[src/rtl/irqp_pkg.sv]
package irqp_pkg;
   typedef enum logic [2:0] {
      SEL_STAT_LO = 3'd0,
      SEL_STAT_HI = 3'd1,
      SEL_EN_LO   = 3'd2,
      SEL_EN_HI   = 3'd3,
      SEL_CLR_LO  = 3'd4,
      SEL_CLR_HI  = 3'd5
   } reg_sel_e;

   localparam int unsigned SEL_W = 3;
endpackage

[src/rtl/irqp_sync.sv]
module irqp_sync #(
   parameter int unsigned WIDTH  = 31,
   parameter int unsigned STAGES = 2
) (
   input  logic             clk,
   input  logic             rst_n,
   input  logic [WIDTH-1:0] d,
   output logic [WIDTH-1:0] q
);
   generate
      if (STAGES < 2) begin : g_bad_stages
         $error("irqp_sync: STAGES must be at least 2");
      end
      if (WIDTH < 1) begin : g_bad_width
         $error("irqp_sync: WIDTH must be at least 1");
      end
   endgenerate

   logic [STAGES-1:0][WIDTH-1:0] chain_q;

   always_ff @(posedge clk or negedge rst_n) begin
      if (!rst_n) begin
         chain_q <= '0;
      end else begin
         chain_q[0] <= d;
         for (int s = 1; s < int'(STAGES); s++) begin
            chain_q[s] <= chain_q[s-1];
         end
      end
   end

   assign q = chain_q[STAGES-1];
endmodule

[src/rtl/irqp_pend.sv]
module irqp_pend #(
   parameter int unsigned NUM_SRC   = 31,
   parameter int unsigned MAP_W     = 32,
   parameter logic [MAP_W-1:0] EDGE_MASK = '0
) (
   input  logic               clk,
   input  logic               rst_n,
   input  logic [NUM_SRC:1]   lvl,
   input  logic [NUM_SRC:1]   clr,
   output logic [MAP_W-1:0]   status
);
   generate
      if (NUM_SRC + 1 > MAP_W) begin : g_bad_map
         $error("irqp_pend: NUM_SRC does not fit in MAP_W");
      end
      if (EDGE_MASK[0] !== 1'b0) begin : g_bad_rsvd
         $error("irqp_pend: bit 0 of EDGE_MASK is reserved");
      end
   endgenerate

   assign status[0] = 1'b0;

   genvar i;
   generate
      for (i = 1; i < int'(MAP_W); i++) begin : g_bit
         if (i > int'(NUM_SRC)) begin : g_empty
            assign status[i] = 1'b0;
         end else if (EDGE_MASK[i]) begin : g_edge
            logic prev_q;
            logic pend_q;
            logic rise;

            assign rise = lvl[i] & ~prev_q;

            always_ff @(posedge clk or negedge rst_n) begin
               if (!rst_n) begin
                  prev_q <= 1'b0;
                  pend_q <= 1'b0;
               end else begin
                  prev_q <= lvl[i];
                  if (rise) begin
                     pend_q <= 1'b1;
                  end else if (clr[i]) begin
                     pend_q <= 1'b0;
                  end
               end
            end

            assign status[i] = pend_q;

            AST_EDGE_STICKY: assert property (@(posedge clk) disable iff (!rst_n)
               (pend_q && !clr[i]) |=> pend_q);
            AST_CLR_DROPS: assert property (@(posedge clk) disable iff (!rst_n)
               (pend_q && clr[i] && !(lvl[i] && !prev_q)) |=> !pend_q);
            AST_EDGE_BEATS_CLR: assert property (@(posedge clk) disable iff (!rst_n)
               (lvl[i] && !prev_q && clr[i]) |=> pend_q);
         end else begin : g_level
            assign status[i] = lvl[i];
         end
      end
   endgenerate
endmodule

[src/rtl/irqp_regs.sv]
module irqp_regs
   import irqp_pkg::*;
#(
   parameter int unsigned NUM_SRC = 31,
   parameter int unsigned WORD_W  = 16
) (
   input  logic                  clk,
   input  logic                  rst_n,
   input  logic [SEL_W-1:0]      reg_sel,
   input  logic                  reg_wr,
   input  logic [WORD_W-1:0]     reg_wdata,
   input  logic [2*WORD_W-1:0]   status,
   output logic [WORD_W-1:0]     reg_rdata,
   output logic [2*WORD_W-1:0]   enable,
   output logic [NUM_SRC:1]      clr
);
   localparam int unsigned MAP_W  = 2 * WORD_W;
   localparam int unsigned NWORDS = 2;

   function automatic logic [MAP_W-1:0] valid_bits();
      logic [MAP_W-1:0] v;
      v = '0;
      for (int b = 1; b <= int'(NUM_SRC); b++) begin
         v[b] = 1'b1;
      end
      return v;
   endfunction

   localparam logic [MAP_W-1:0] VALID = valid_bits();

   generate
      if (NUM_SRC + 1 > MAP_W) begin : g_bad_map
         $error("irqp_regs: NUM_SRC does not fit in two words");
      end
   endgenerate

   logic [NWORDS-1:0] en_hit;
   logic [NWORDS-1:0] clr_hit;
   logic [MAP_W-1:0]  en_q;

   assign en_hit[0]  = reg_wr && (reg_sel == SEL_EN_LO);
   assign en_hit[1]  = reg_wr && (reg_sel == SEL_EN_HI);
   assign clr_hit[0] = reg_wr && (reg_sel == SEL_CLR_LO);
   assign clr_hit[1] = reg_wr && (reg_sel == SEL_CLR_HI);

   genvar w;
   generate
      for (w = 0; w < int'(NWORDS); w++) begin : g_enw
         always_ff @(posedge clk or negedge rst_n) begin
            if (!rst_n) begin
               en_q[w*WORD_W +: WORD_W] <= '0;
            end else if (en_hit[w]) begin
               en_q[w*WORD_W +: WORD_W] <= reg_wdata & VALID[w*WORD_W +: WORD_W];
            end
         end
      end
   endgenerate

   assign enable = en_q;

   genvar i;
   generate
      for (i = 1; i <= int'(NUM_SRC); i++) begin : g_clr
         assign clr[i] = clr_hit[i / WORD_W] & reg_wdata[i % WORD_W];
      end
   endgenerate

   always_comb begin
      unique case (reg_sel)
         SEL_STAT_LO: reg_rdata = status[0 +: WORD_W] & VALID[0 +: WORD_W];
         SEL_STAT_HI: reg_rdata = status[WORD_W +: WORD_W] & VALID[WORD_W +: WORD_W];
         SEL_EN_LO:   reg_rdata = en_q[0 +: WORD_W];
         SEL_EN_HI:   reg_rdata = en_q[WORD_W +: WORD_W];
         SEL_CLR_LO,
         SEL_CLR_HI:  reg_rdata = '1;
         default:     reg_rdata = '0;
      endcase
   end

   AST_CLR_READS_ONES: assert property (@(posedge clk) disable iff (!rst_n)
      (reg_sel == SEL_CLR_LO || reg_sel == SEL_CLR_HI) |-> (reg_rdata == {WORD_W{1'b1}}));
   AST_RSVD_READS_ZERO: assert property (@(posedge clk) disable iff (!rst_n)
      (reg_sel == SEL_STAT_LO || reg_sel == SEL_EN_LO) |-> (reg_rdata[0] == 1'b0));
   AST_EN_WRITE_LANDS: assert property (@(posedge clk) disable iff (!rst_n)
      (en_hit[1]) |=> (enable[MAP_W-1 -: WORD_W] == ($past(reg_wdata) & VALID[MAP_W-1 -: WORD_W])));
endmodule

[src/rtl/irqp_prio.sv]
module irqp_prio #(
   parameter int unsigned MAP_W = 32,
   parameter int unsigned NUM_W = $clog2(MAP_W)
) (
   input  logic             clk,
   input  logic             rst_n,
   input  logic [MAP_W-1:0] active,
   output logic             any,
   output logic [NUM_W-1:0] num
);
   generate
      if ((1 << NUM_W) < MAP_W) begin : g_bad_numw
         $error("irqp_prio: NUM_W too narrow for MAP_W");
      end
   endgenerate

   always_comb begin
      num = '0;
      for (int b = 0; b < int'(MAP_W); b++) begin
         if (active[b]) begin
            num = NUM_W'(b);
         end
      end
   end

   assign any = |active;

   AST_NUM_IS_ACTIVE: assert property (@(posedge clk) disable iff (!rst_n)
      any |-> active[num]);
endmodule

[src/rtl/irq_pend_unit.sv]
module irq_pend_unit
   import irqp_pkg::*;
#(
   parameter int unsigned NUM_SRC     = 31,
   parameter int unsigned WORD_W      = 16,
   parameter int unsigned SYNC_STAGES = 2,
   parameter logic [2*WORD_W-1:0] EDGE_MASK = 32'hA5C3_3C5A,
   parameter int unsigned NUM_W       = $clog2(2*WORD_W)
) (
   input  logic                 clk,
   input  logic                 rst_n,
   input  logic [NUM_SRC:1]     src_in,
   input  logic [SEL_W-1:0]     reg_sel,
   input  logic                 reg_wr,
   input  logic [WORD_W-1:0]    reg_wdata,
   output logic [WORD_W-1:0]    reg_rdata,
   output logic                 irq_req,
   output logic [NUM_W-1:0]     irq_num
);
   localparam int unsigned MAP_W = 2 * WORD_W;

   logic [NUM_SRC:1]  src_sync;
   logic [NUM_SRC:1]  clr;
   logic [MAP_W-1:0]  status;
   logic [MAP_W-1:0]  enable;
   logic [MAP_W-1:0]  active;

   irqp_sync #(
      .WIDTH  (NUM_SRC),
      .STAGES (SYNC_STAGES)
   ) u_sync (
      .clk   (clk),
      .rst_n (rst_n),
      .d     (src_in),
      .q     (src_sync)
   );

   irqp_pend #(
      .NUM_SRC   (NUM_SRC),
      .MAP_W     (MAP_W),
      .EDGE_MASK (EDGE_MASK)
   ) u_pend (
      .clk    (clk),
      .rst_n  (rst_n),
      .lvl    (src_sync),
      .clr    (clr),
      .status (status)
   );

   irqp_regs #(
      .NUM_SRC (NUM_SRC),
      .WORD_W  (WORD_W)
   ) u_regs (
      .clk       (clk),
      .rst_n     (rst_n),
      .reg_sel   (reg_sel),
      .reg_wr    (reg_wr),
      .reg_wdata (reg_wdata),
      .status    (status),
      .reg_rdata (reg_rdata),
      .enable    (enable),
      .clr       (clr)
   );

   assign active = status & enable;

   irqp_prio #(
      .MAP_W (MAP_W),
      .NUM_W (NUM_W)
   ) u_prio (
      .clk    (clk),
      .rst_n  (rst_n),
      .active (active),
      .any    (irq_req),
      .num    (irq_num)
   );

   AST_REQ_HAS_NUM: assert property (@(posedge clk) disable iff (!rst_n)
      irq_req |-> (irq_num != '0));
   AST_IDLE_NUM_ZERO: assert property (@(posedge clk) disable iff (!rst_n)
      !irq_req |-> (irq_num == '0));
endmodule

[config.mk]
export PLATFORM = sky130hd
export DESIGN_NAME = irq_pend_unit
export DESIGN_NICKNAME = d
export VERILOG_FILES = /design/src/rtl/irqp_pkg.sv /design/src/rtl/irqp_sync.sv /design/src/rtl/irqp_pend.sv /design/src/rtl/irqp_regs.sv /design/src/rtl/irqp_prio.sv /design/src/rtl/irq_pend_unit.sv
export SDC_FILE = /design/constraint.sdc
export NUM_CORES = 1
export LEC_CHECK = 0
export BUFFER_PORTS_ARGS = -buffer_cell sky130_fd_sc_hd__clkbuf_2
export CAP_MARGIN = 25
export CORE_UTILIZATION = 40
export DETAILED_ROUTE_END_ITERATION = 6
export HOLD_SLACK_MARGIN = 0.05
export PLACE_DENSITY = 0.71
export SYNTH_ARGS = -nofsm -noshare
export SYNTH_HDL_FRONTEND = slang
export SYNTH_SLANG_ARGS = --single-unit
[constraint.sdc]
create_clock -name clk -period 3.97 [get_ports clk]
set_input_delay 0.5955 -clock clk [delete_from_list [all_inputs] [get_ports clk]]
set_output_delay 0.5955 -clock clk [all_outputs]
set_load 0.05 [all_outputs]
Yosys cells after proc, flatten, opt, wreduce, memory -nomap -nowiden
Cells that the tools add are included.

operators by class
  add/sub/neg operators = 0
  multipliers = 0
  div/mod/pow operators = 0
  magnitude comparators = 0
  equality and inequality tests = 5
  shift-type cells = 0
  muxes and demuxes = 64
  bitwise logic cells = 49
  reductions and logical operators = 23

operators by type and width
  operator            count
  $mux 5              16
  $pmux 16 s5         1
  $mux 1              33
  $and 1x1->1         32
  $and 32x32->32      1
  $mux 4              8
  $reduce_bool 2->1   16
  $reduce_or 32->1    1
  $not 1->1           16
  $mux 3              4
  $eq 3x2->1 const B  2
  $eq 3x3->1 const B  2
  $logic_and 1x1->1   4
  $mux 2              2
  $eq 3x1->1 const B  1
  $logic_not 3->1     1
  $reduce_or 2->1     1

storage, ports and cells
  flip-flop bits (word level) = 125
  bits in latches = 0
  RAM bits = 0
  bits in read-only memories = 0
  bits of input ports = 53
  output and inout port bits = 22
  memories kept = 0

Logic depth before layout (Yosys ltp)
  depth after elaboration = 32
  mapped depth = 6
  depth with buffers taken out = 5

Hierarchy
A second synthesis with hierarchy kept.

second synthesis, totals
  cell total of the unflattened synthesis = 497
  area, all modules = 5,749.3 sq um

by module, submodules not included
  module         times used  cells an instance  area each (sq um)  seq. area each (sq um)
  irqp_regs      1           197                2,033.2            775.7
  irqp_sync      1           93                 1,784.2            1,551.5
  irqp_pend      1           113                1,365.1            800.8
  irqp_prio      1           62                 366.6              0.0
  irq_pend_unit  1           32                 200.2              0.0

Least setup slack after synthesis
OpenSTA, ideal clock, no wires.

  path kind = register to output
  from = register u_pend.g_bit[11].g_edge.pend_q
  to = output irq_num[2]
  arrival time = 2.129 ns
  setup slack = 1.245 ns
  stages on the path, launching flop included = 6
  buffers on the path = 0
  cell sequence = dfrtp_1 a22oi_1 nand3_1 o21ai_0 a21boi_0 o31ai_1

between the ends
  cells in the longest elaborated chain, start to end = 22

ends and longest elaborated chain
  what                      RTL line             text
  start: declaration        irqp_pend.sv:30      logic pend_q;
  start signal: assignment  irqp_pend.sv:38      pend_q <= 1'b0;
  start signal: assignment  irqp_pend.sv:42      pend_q <= 1'b1;
  start signal: assignment  irqp_pend.sv:44      pend_q <= 1'b0;
  $and 32x32->32            irq_pend_unit.sv:65  assign active = status & enable;
  $mux 4 (5 in series)      irqp_prio.sv:20      if (active[b]) begin
  $mux 5 (16 in series)     irqp_prio.sv:20
  end: declaration          irq_pend_unit.sv:18  output logic [NUM_W-1:0] irq_num

No other way between the ends.

Final worst setup path
Same ends and word-level chain as after synthesis.

==> impl_metrics.ini <==
[outcome]
status = complete, no violations

[layout]
final_cell_mix = dfrtp_1 (125), clkbuf_2 (73), nand2_1 (52), mux2_2 (21), clkbuf_16 (17)
antenna_cells = 0
drive_gt1_frac = 0.300
final_common_cell = dfrtp_1
area_growth_pct = 22.5
nets = 518
fin_cells = 624
final_design_area_no_fill_um2 = 6020
utilization = 0.501

[synthesis]
syn_avg_cell_area_um2 = 12.8
synthFlopType = dfrtp_1
ys_warn_count = 0
synth_cells = 383
ys_types = 45
syn_area_um2 = 4910
synth-seq-area-share = 0.637
synth_edf_count = 0
synth_fp_nets = 436
async_flop_share = 1.00
ys_ff_latch = 125

[sta]
hold_ws_ps = 281
slew_headroom = 0.415
grt_setup_unrepaired = no
finalCritPeriodShare = 0.713
tns_ps = 0
setup_ws_ps = 1140
finalSetupViolCount = 0
fmax_mhz = 353
maxSlewViolCount = 0
layout_min_cycle_time_ps = 2830
skew_ps = 4.81
hold_viol = 0
worstMarginPinSlew_ps = 872

[power]
leakage_nw = 2.82
p_sw_frac = 0.273
power_frac_seq = 0.417
intPower_mw = 2.62
total_power_mw = 3.61
power.density_nw_per_um2 = 599
ir_drop_v = 0.000280
clkPwrFrac = 0.428
comb_power_share = 0.155
p_switching_uw = 984

[place]
globalplace.congestion = 0.832
placed_cells = 592
dp_slack_ps = 1120
io_buffers = 74
hpwl_um = 7230
placement.cell_area_um2 = 5410

[clocking]
cts-root-buf = clkbuf_16
cts.sinks = 125
clockBufferDepth = 2
cts_setup_buffers = 0
hold_buffers = 0
numCtsBuffers = 17
cts.htree.levels = 4
clk_pin_slew_worst_paths_ps = 50
cts_tree = done
cts_resized = 0
clock_latency_ps = 420

[grt]
grt-ovfl-total = 0
antenna_found_initial = 0
grt_max_degree = 71
grtUsageTotal = 0.190
grt_pass1_wl_um = 17800
grt_pass1_vias = 3310

[die]
num_rows = 40
die_w_um = 113
die_area_um2 = 12700
io_pins = 75
core_area_um2 = 12000
initial_core_util = 0.409
die_h_um = 113

[worst_setup_path]
slowest_delay_ps = 410
crit_required_ps = 3370
critPathArrivalTime_ps = 2230
slowest_stage = dfrtp_1
worstPathCellList = a22oi_1 > nand3_1 > o21ai_0 > a21boi_0 > o31ai_1 > clkbuf_2
setup.worst_path.class = reg2out
path_max_fanout = 4
worst_setup_path_end_kind = output pin
cp-start-kind = flop

[detailed_routing]
wirelength_um = 10900
drtPass1Iterations = 5
num_vias = 3335
drc = 0
drtIter0Drc = 269
drtAntennaViolNets = 0
post_drt_wl_per_cell_um = 17.5
viasPerCell = 5.34

[run]
cap_violations = 0

[min_path]
hold_class = in2reg
## critical path, delay by kind of cell, from the launching register on
family	cells	cell delay, ps
buf+inv	1	350
compound gates	4	930
simple gates	1	150
flops	1	410
## sequential cells by signal (all words and copies together), names as in the netlist
| signal | cells |
|---|---|
| u_regs.enable | 31 |
| u_sync.chain_q | 31 |
| u_sync.q | 31 |
| u_pend.g_bit.g_edge.pend_q | 16 |
| u_pend.g_bit.g_edge.prev_q | 16 |
## layer usage
| layer | GRT usage | wire length (um) | up-vias |
|---|---|---|---|
| met5 | 0 | 0 | - |
| met4 | 0.101 | 322 | 0 |
| met3 | 0.0627 | 756 | 29 |
| met2 | 0.275 | 4930 | 129 |
| met1 | 0.255 | 4900 | 1644 |
| li1 | - | - | 1533 |
## area by class of cell
cell class	instances	area (um2)
inverter	16	60.1
sequential	125	3130
clock buffer	21	450
clock inverter	10	140
tap	147	184
fill	1043	6000
timing repair buffer	78	415
multi-input combinational	227	1640
## cell families after synthesis
family	count (synthesis)	synth area share
buf+inv	31	0.0298
compound gates	87	0.127
mux	46	0.109
flops	125	0.637
simple gates	94	0.0970
## final timing paths
check                                               startpoint                 end  slack [ps]  cells past startpoint
worst max-delay path            u_pend.g_bit[11].g_edge.pend_q          irq_num[2]        1140                      6
worst min-delay path                                src_in[31]  u_sync.chain_q[30]         280                      1
worst max register to register               u_regs.enable[27]   u_regs.enable[27]        3120                      1
worst min register to register              u_sync.chain_q[14]        u_sync.q[14]         340                      0
max in group asynchronous                                rst_n        u_sync.q[10]        2760                      2
min in group asynchronous                                rst_n   u_sync.chain_q[9]         300                      1
## synth_stat cells (5+ instances only)
master,number,area (um2)
nor2_1,6,22.5
inv_1,16,60.1
mux2_4,10,150
nand3_1,7,35.0
a211oi_1,12,90.1
dfrtp_1,125,3130
buf_2,6,30.0
nand2_1,52,195
mux2i_1,15,150
o21ai_0,13,65.1
a21oi_1,9,45.0
mux2_2,21,236
a32o_1,5,50.1
o22ai_1,13,81.3
a22o_1,12,105
nor2b_1,12,75.1
clkbuf_1,6,22.5
## power by group through the flow
| stage | registers (mW) | logic (mW) | clock network (mW) |
|---|---|---|---|
| CTS | 1.50 | 0.561 | 1.59 |
| finish | 1.50 | 0.561 | 1.54 |
| detailed placement | 1.52 | 0.555 | 0 |
| floorplan | 1.49 | 0.412 | 0 |
| global route | 1.52 | 0.610 | 1.64 |
| global placement | 1.51 | 0.542 | 0 |
Note: power is estimated with default switching activity, not from simulation.
